===== config.mk =====
export PLATFORM = sky130hd
export DESIGN_NAME = daisy_rd_ctrl
export DESIGN_NICKNAME = d
export VERILOG_FILES = /design/src/rtl/daisy_rd_pkg.sv /design/src/rtl/daisy_rd_timer.sv /design/src/rtl/daisy_rd_deser.sv /design/src/rtl/daisy_rd_ctrl.sv
export SDC_FILE = /design/constraint.sdc
export NUM_CORES = 1
export LEC_CHECK = 0
export ABC_AREA = 1
export BUFFER_PORTS_ARGS = -buffer_cell sky130_fd_sc_hd__buf_2
export CORE_ASPECT_RATIO = 0.6
export CORE_UTILIZATION = 35
export CTS_CLUSTER_DIAMETER = 100
export DETAILED_ROUTE_END_ITERATION = 7
export PLACE_DENSITY = 0.58
export SETUP_SLACK_MARGIN = 0.1
export SLEW_MARGIN = 15
export SYNTH_ARGS = -nofsm -noshare
export SYNTH_HDL_FRONTEND = slang
export SYNTH_SLANG_ARGS = --single-unit

===== constraint.sdc =====
create_clock -name clk -period 3.98 [get_ports clk]
set_clock_uncertainty 0.05 [all_clocks]
set_input_delay 0.796 -clock clk [delete_from_list [all_inputs] [get_ports clk]]
set_output_delay 0.796 -clock clk [all_outputs]
set_load 0.005 [all_outputs]

===== src/rtl/daisy_rd_pkg.sv =====
package daisy_rd_pkg;
  typedef enum logic [1:0] {
    ST_IDLE,
    ST_CONV,
    ST_LOW,
    ST_HIGH
  } rd_state_e;
endpackage


===== src/rtl/daisy_rd_timer.sv =====
module daisy_rd_timer #(
  parameter int W = 16
) (
  input  logic         clk,
  input  logic         rst,
  input  logic         load,
  input  logic [W-1:0] load_val,
  output logic         expired
);
  logic [W-1:0] cnt;

  always_ff @(posedge clk) begin
    if (rst)             cnt <= '0;
    else if (load)       cnt <= load_val;
    else if (cnt != '0)  cnt <= cnt - 1'b1;
  end

  assign expired = (cnt == '0);
endmodule


===== src/rtl/daisy_rd_deser.sv =====
module daisy_rd_deser #(
  parameter int NUM_DEV = 4,
  parameter int WORD_W  = 16,
  parameter int IDX_W   = 2
) (
  input  logic              clk,
  input  logic              rst,
  input  logic              clear,
  input  logic              shift_en,
  input  logic              sdi,
  output logic              word_valid,
  output logic [WORD_W-1:0] word_data,
  output logic [IDX_W-1:0]  word_idx,
  output logic              burst_end
);
  localparam int BIT_W = $clog2(WORD_W);
  localparam logic [BIT_W-1:0] LAST_BIT = BIT_W'(WORD_W - 1);
  localparam logic [IDX_W-1:0] TOP_IDX  = IDX_W'(NUM_DEV - 1);

  logic [BIT_W-1:0]  bit_cnt;
  logic [IDX_W-1:0]  word_cnt;
  logic [WORD_W-2:0] shreg;

  always_ff @(posedge clk) begin
    if (rst) begin
      bit_cnt    <= '0;
      word_cnt   <= '0;
      shreg      <= '0;
      word_valid <= 1'b0;
      word_data  <= '0;
      word_idx   <= '0;
      burst_end  <= 1'b0;
    end else begin
      word_valid <= 1'b0;
      if (clear) begin
        bit_cnt   <= '0;
        word_cnt  <= '0;
        burst_end <= 1'b0;
      end else if (shift_en) begin
        if (bit_cnt == LAST_BIT) begin
          word_valid <= 1'b1;
          word_data  <= {shreg, sdi};
          word_idx   <= TOP_IDX - word_cnt;
          bit_cnt    <= '0;
          if (word_cnt == TOP_IDX) burst_end <= 1'b1;
          else                     word_cnt  <= word_cnt + 1'b1;
        end else begin
          bit_cnt <= bit_cnt + 1'b1;
          shreg   <= {shreg[WORD_W-3:0], sdi};
        end
      end
    end
  end
endmodule


===== src/rtl/daisy_rd_ctrl.sv =====
module daisy_rd_ctrl
  import daisy_rd_pkg::*;
#(
  parameter int NUM_DEV    = 4,
  parameter int WORD_W     = 16,
  parameter int CONV_CYC   = 1760,
  parameter int PERIOD_CYC = 2000,
  parameter int HALF_CYC   = 4,
  localparam int IDX_W     = (NUM_DEV > 1) ? $clog2(NUM_DEV) : 1
) (
  input  logic              clk,
  input  logic              rst,
  input  logic              start_i,
  input  logic              sdo_i,
  output logic              cnv_o,
  output logic              sclk_o,
  output logic              chain_din_o,
  output logic              busy_o,
  output logic              word_valid_o,
  output logic [WORD_W-1:0] word_data_o,
  output logic [IDX_W-1:0]  word_idx_o,
  output logic              done_o
);
  localparam int TMR_W = $clog2(CONV_CYC + PERIOD_CYC + HALF_CYC + 1);
  localparam logic [TMR_W-1:0] CONV_LD = TMR_W'(CONV_CYC - 1);
  localparam logic [TMR_W-1:0] HALF_LD = TMR_W'(HALF_CYC - 1);
  localparam logic [TMR_W-1:0] PER_LD  = TMR_W'(PERIOD_CYC - 1);

  rd_state_e         state;
  logic              ph_load, ph_exp, per_load, per_exp;
  logic [TMR_W-1:0]  ph_val;
  logic              accept, shift_en, burst_end;

  daisy_rd_timer #(.W(TMR_W)) phase_tmr_i (
    .clk(clk), .rst(rst), .load(ph_load), .load_val(ph_val), .expired(ph_exp)
  );

  daisy_rd_timer #(.W(TMR_W)) period_tmr_i (
    .clk(clk), .rst(rst), .load(per_load), .load_val(PER_LD), .expired(per_exp)
  );

  daisy_rd_deser #(.NUM_DEV(NUM_DEV), .WORD_W(WORD_W), .IDX_W(IDX_W)) deser_i (
    .clk(clk), .rst(rst), .clear(accept), .shift_en(shift_en), .sdi(sdo_i),
    .word_valid(word_valid_o), .word_data(word_data_o), .word_idx(word_idx_o),
    .burst_end(burst_end)
  );

  always_comb begin
    accept   = 1'b0;
    shift_en = 1'b0;
    ph_load  = 1'b0;
    ph_val   = HALF_LD;
    per_load = 1'b0;
    case (state)
      ST_IDLE: if (start_i && per_exp) begin
        accept   = 1'b1;
        per_load = 1'b1;
        ph_load  = 1'b1;
        ph_val   = CONV_LD;
      end
      ST_CONV: ph_load = ph_exp;
      ST_LOW: begin
        ph_load  = ph_exp;
        shift_en = ph_exp;
      end
      ST_HIGH: ph_load = ph_exp && !burst_end;
      default: ;
    endcase
  end

  always_ff @(posedge clk) begin
    if (rst) begin
      state  <= ST_IDLE;
      cnv_o  <= 1'b0;
      sclk_o <= 1'b0;
      done_o <= 1'b0;
    end else begin
      done_o <= 1'b0;
      case (state)
        ST_IDLE: if (accept) begin
          cnv_o <= 1'b1;
          state <= ST_CONV;
        end
        ST_CONV: if (ph_exp) state <= ST_LOW;
        ST_LOW: if (ph_exp) begin
          sclk_o <= 1'b1;
          state  <= ST_HIGH;
        end
        ST_HIGH: if (ph_exp) begin
          sclk_o <= 1'b0;
          if (burst_end) begin
            cnv_o  <= 1'b0;
            done_o <= 1'b1;
            state  <= ST_IDLE;
          end else begin
            state <= ST_LOW;
          end
        end
        default: state <= ST_IDLE;
      endcase
    end
  end

  assign busy_o      = (state != ST_IDLE);
  assign chain_din_o = 1'b0;
endmodule


==> impl_summary.txt <==
----------------------------------------------------
[Run status]
  Status ... finished clean

[Die]
  Initial standard-cell utilization of the core ... 0.360
  Die Footprint ... 10600 µm²
  Horizontal die dimension ... 132 µm
  Standard-cell row count ... 28
  Top-level I/O count ... 28
  Placeable core area ... 9880 µm²
  Die Ht ... 80.1 µm

[Detailed routing]
  Vias per cell ... 4.44
  1st-iter DRT viols ... 132
  Count of unresolved DRC violations after routing ... 0
  Total Routed Length ... 7.46 mm
  Total iterations of the first detailed-routing run ... 4
  Drt wl/cell ... 11.0 µm
  Antenna-violating nets left ... 0
  Via count ... 3013

[Synth]
  Number of standard cells after synthesis ... 517
  Post-synth design cell area ... 3560 µm²
  Yosys warns ... 0
  Sequential fraction of the synthesis area ... 0.394
  Cell type with the largest total area after synthesis ... sky130_fd_sc_hd__dfxtp_1
  Leading cell types by count after synthesis ... 109 x sky130_fd_sc_hd__nand2_1, 89 x sky130_fd_sc_hd__inv_1, 87 x sky130_fd_sc_hd__nor2_1
  Count of flip-flops with a built-in enable after synthesis ... 0
  Library cell with the highest instance count after synthesis ... sky130_fd_sc_hd__nand2_1
  Fraction of synthesis flops using an asynchronous set or reset pin ... 0
  Flip-flop and latch count after synthesis ... 70
  Top_reg_cell synth ... sky130_fd_sc_hd__dfxtp_1
  Fraction of synthesized cell area taken by the top area cell type ... 0.394
  Library cells used by synthesis ... 38
  Synthesized Nets ... 530
  Largest cells by area after synthesis ... sky130_fd_sc_hd__dfxtp_1 39%, sky130_fd_sc_hd__nand2_1 12%, sky130_fd_sc_hd__inv_1 9.4%, sky130_fd_sc_hd__nor2_1 9.2%, sky130_fd_sc_hd__ha_1 3.2%
  Synthesized area per cell ... 6.88 µm²

[Timing]
  Total negative slack for setup checks ... 0 ns
  Final period utilization ... 0.604
  # setup viols final ... 0
  Top achievable clock speed ... 0.416 GHz
  Number of failing hold endpoints at the final stage ... 0
  Slew Limit Fails ... 0
  Final critical-path required period ... 2.40 ns
  Unrepaired setup endpoints after global routing ... no

[Power and ir drop]
  IR Drop Worst-Case VDD ... 0.291 mV
  Leakage component of the power ... 0.00201 µW
  Power density over the cells ... 678 nW/µm²
  Sum of internal, switching and leakage power ... 2750 µW

[Finish]
  # fillers ... 1057
  Utilization of the core after routing ... 0.411
  Number of diodes added for antenna fixing ... 0
  Final non-filler cell total ... 678
  Final net count ... 553
  Proportion of layout cells with a drive suffix above 1 ... 0.133
  Area growth, synth to finish ... 14.1%

[Critical path]
  Library cell appearing most often on the critical path ... sky130_fd_sc_hd__nand2_1
  Cells along the critical path ... inv_1 -> ha_1 -> nand2_1 -> nor2_4 -> nand4_4 -> nand3_4 -> nand2_1 -> nand2_1 -> nor2_1
  Number of cell instances on the worst register-to-register path ... 9
  Register-to-Register Setup Slack ... 1.58 ns
  Largest incremental delay on the critical path ... 0.51 ns
  Cell count along the critical path ... 9
  Worst path arrival time ... 2.57 ns
  Delay-heaviest family, CP ... simple AND/OR/NAND/NOR gates
  Worst setup EP type ... flip-flop
  Kind of start point of the critical path ... flip-flop
  Startpoint of the lowest-slack register-to-register path ... period_tmr_i.cnt[0]$_SDFFE_PP0P_
  Crit Path Class ... reg -> reg
  Number of buffer and inverter stages on the critical path ... 1
  RR Endpoint ... deser_i.word_idx[1]$_SDFFE_PP0P_
  Critical path destination ... deser_i.word_idx[1]$_SDFFE_PP0P_
  Launch point of the worst path ... period_tmr_i.cnt[0]$_SDFFE_PP0P_
  Max stage delay cell, worst path ... sky130_fd_sc_hd__nand3_4
  Crit-path max FO ... 36
  Required time of the worst setup path ... 4.15 ns

[Global routing]
  Total global routing track utilization ... 0.150
  Global-route wire length before repair ... 12.5 mm
  Initial antenna violation count ... 0
  Via count of the first global-routing pass ... 2671
  Largest net degree at the start of global routing ... 42
  Leftover overflow at the end of global routing ... 0

[Clocking]
  TritonCTS clock tree ... built
  Later-pin clock latency in the skew report ... 0.34 ns
  Total of hold buffers inserted after clock tree synthesis ... 0
  Worst-path clk slew ... 0.06 ns
  Buffers inserted by post-CTS timing repair ... 0
  Cell at the root of the clock tree ... sky130_fd_sc_hd__clkbuf_16
  Post-CTS sizing ... 0
  Num CTS Buffers ... 9
  Buffer levels on the longest clock path ... 2
  Num Clock Sinks ... 70
  H-tree levels ... 3

[Job]
  Max-cap violation count ... 0

[Worst hold path]
  Class of the tightest hold or removal check ... reg -> reg

[Placement]
  Final HPWL DP ... 5.21 mm
  Routability-driven placement congestion ratio ... 0.845
  Cell count after placement ... 664
  Buffers on Ports ... 26

----------------------------------------------------
## power by group
part / switching, µW / internal [µW]
clock: 294 / 512
sequential: 85.9 / 818
combinational: 664 / 378
total: 1040 / 1710
## metal layers
| metal | track usage | share of wire |
|---|---|---|
| met5 | 0 | 0 |
| met4 | 0.0488 | 0.012 |
| met3 | 0.0480 | 0.065 |
| met2 | 0.229 | 0.41 |
| met1 | 0.200 | 0.52 |
## tightest hold or removal path, cell delays in order (launching register included)
cell and delay (ns):
sky130_fd_sc_hd__dfxtp_1 0.31, sky130_fd_sc_hd__nand2_1 0.06, sky130_fd_sc_hd__a21oi_1 0.05
## kinds of logic (layout without fill, tap and decap cells)
group,after synthesis,count (layout),synth area share
adders and majority gates,9,9,0.0317
DFF,70,70,0.394
and+or+nand+nor,263,263,0.339
other,1,1,0.00105
xor gates and xnor gates,11,11,0.0271
AOI/OAI and AO/OA,57,57,0.0827
buffers and inverters,106,132,0.125
## sequential cells by signal, indices dropped and copies added, names as in the netlist
register / count
deser_i.word_idx: 2
state: 2
deser_i.word_cnt: 2
deser_i.shreg: 15
deser_i.burst_end: 1
deser_i.word_data: 16
deser_i.bit_cnt: 4
cnv_o: 1
done_o: 1
period_tmr_i.cnt: 12
phase_tmr_i.cnt: 12
sclk_o: 1
deser_i.word_valid: 1
## worst min-delay path by stage
stage	to	slack [ns]	cells past startpoint	start
global route	cnv_o$_SDFFE_PP0P_	0.44	2	cnv_o$_SDFFE_PP0P_
detailed placement	cnv_o$_SDFFE_PP0P_	0.41	2	cnv_o$_SDFFE_PP0P_
global placement	cnv_o$_SDFFE_PP0P_	0.40	2	cnv_o$_SDFFE_PP0P_
finish	cnv_o$_SDFFE_PP0P_	0.41	2	cnv_o$_SDFFE_PP0P_
floorplan	deser_i.burst_end$_SDFFE_PP0P_	0.40	2	deser_i.burst_end$_SDFFE_PP0P_
CTS	cnv_o$_SDFFE_PP0P_	0.41	2	cnv_o$_SDFFE_PP0P_
## layout make-up
class | count | area [µm²] | share of cell area
Timing Repair Buffer | 27 | 138 | 0.0339
Multi-Input combinational cell | 341 | 1710 | 0.422
Tap cell | 135 | 169 | 0.0416
Sequential cell | 70 | 1400 | 0.345
Clock inverter | 3 | 45.0 | 0.0111
Inverter | 91 | 342 | 0.0842
Clock buffer | 11 | 253 | 0.0623
## cell usage in the layout, fill, tap and decap left out, types with 3 or more instances in the layout
master,n
sky130_fd_sc_hd__inv_1,89
sky130_fd_sc_hd__a21oi_1,21
sky130_fd_sc_hd__nor2_1,87
sky130_fd_sc_hd__nand2_2,11
sky130_fd_sc_hd__nor2_2,5
sky130_fd_sc_hd__o21ai_0,15
sky130_fd_sc_hd__nand3_1,22
sky130_fd_sc_hd__nand2_1,109
sky130_fd_sc_hd__clkbuf_16,9
sky130_fd_sc_hd__o21ai_1,17
sky130_fd_sc_hd__buf_2,26
sky130_fd_sc_hd__dfxtp_1,70
sky130_fd_sc_hd__xor2_1,10
sky130_fd_sc_hd__ha_1,9
sky130_fd_sc_hd__nand4_1,9
sky130_fd_sc_hd__or2_2,3
## through the flow
step,hold WS (ns),area [µm²],setup WS (ns)
finish,0.411,4060,1.58
global route,0.437,4060,1.37
CTS,0.413,4060,1.56
detailed placement,0.405,3760,1.59
global placement,0.397,3760,1.70
floorplan,0.400,3560,2.19
(Power assumes the default switching activity.)
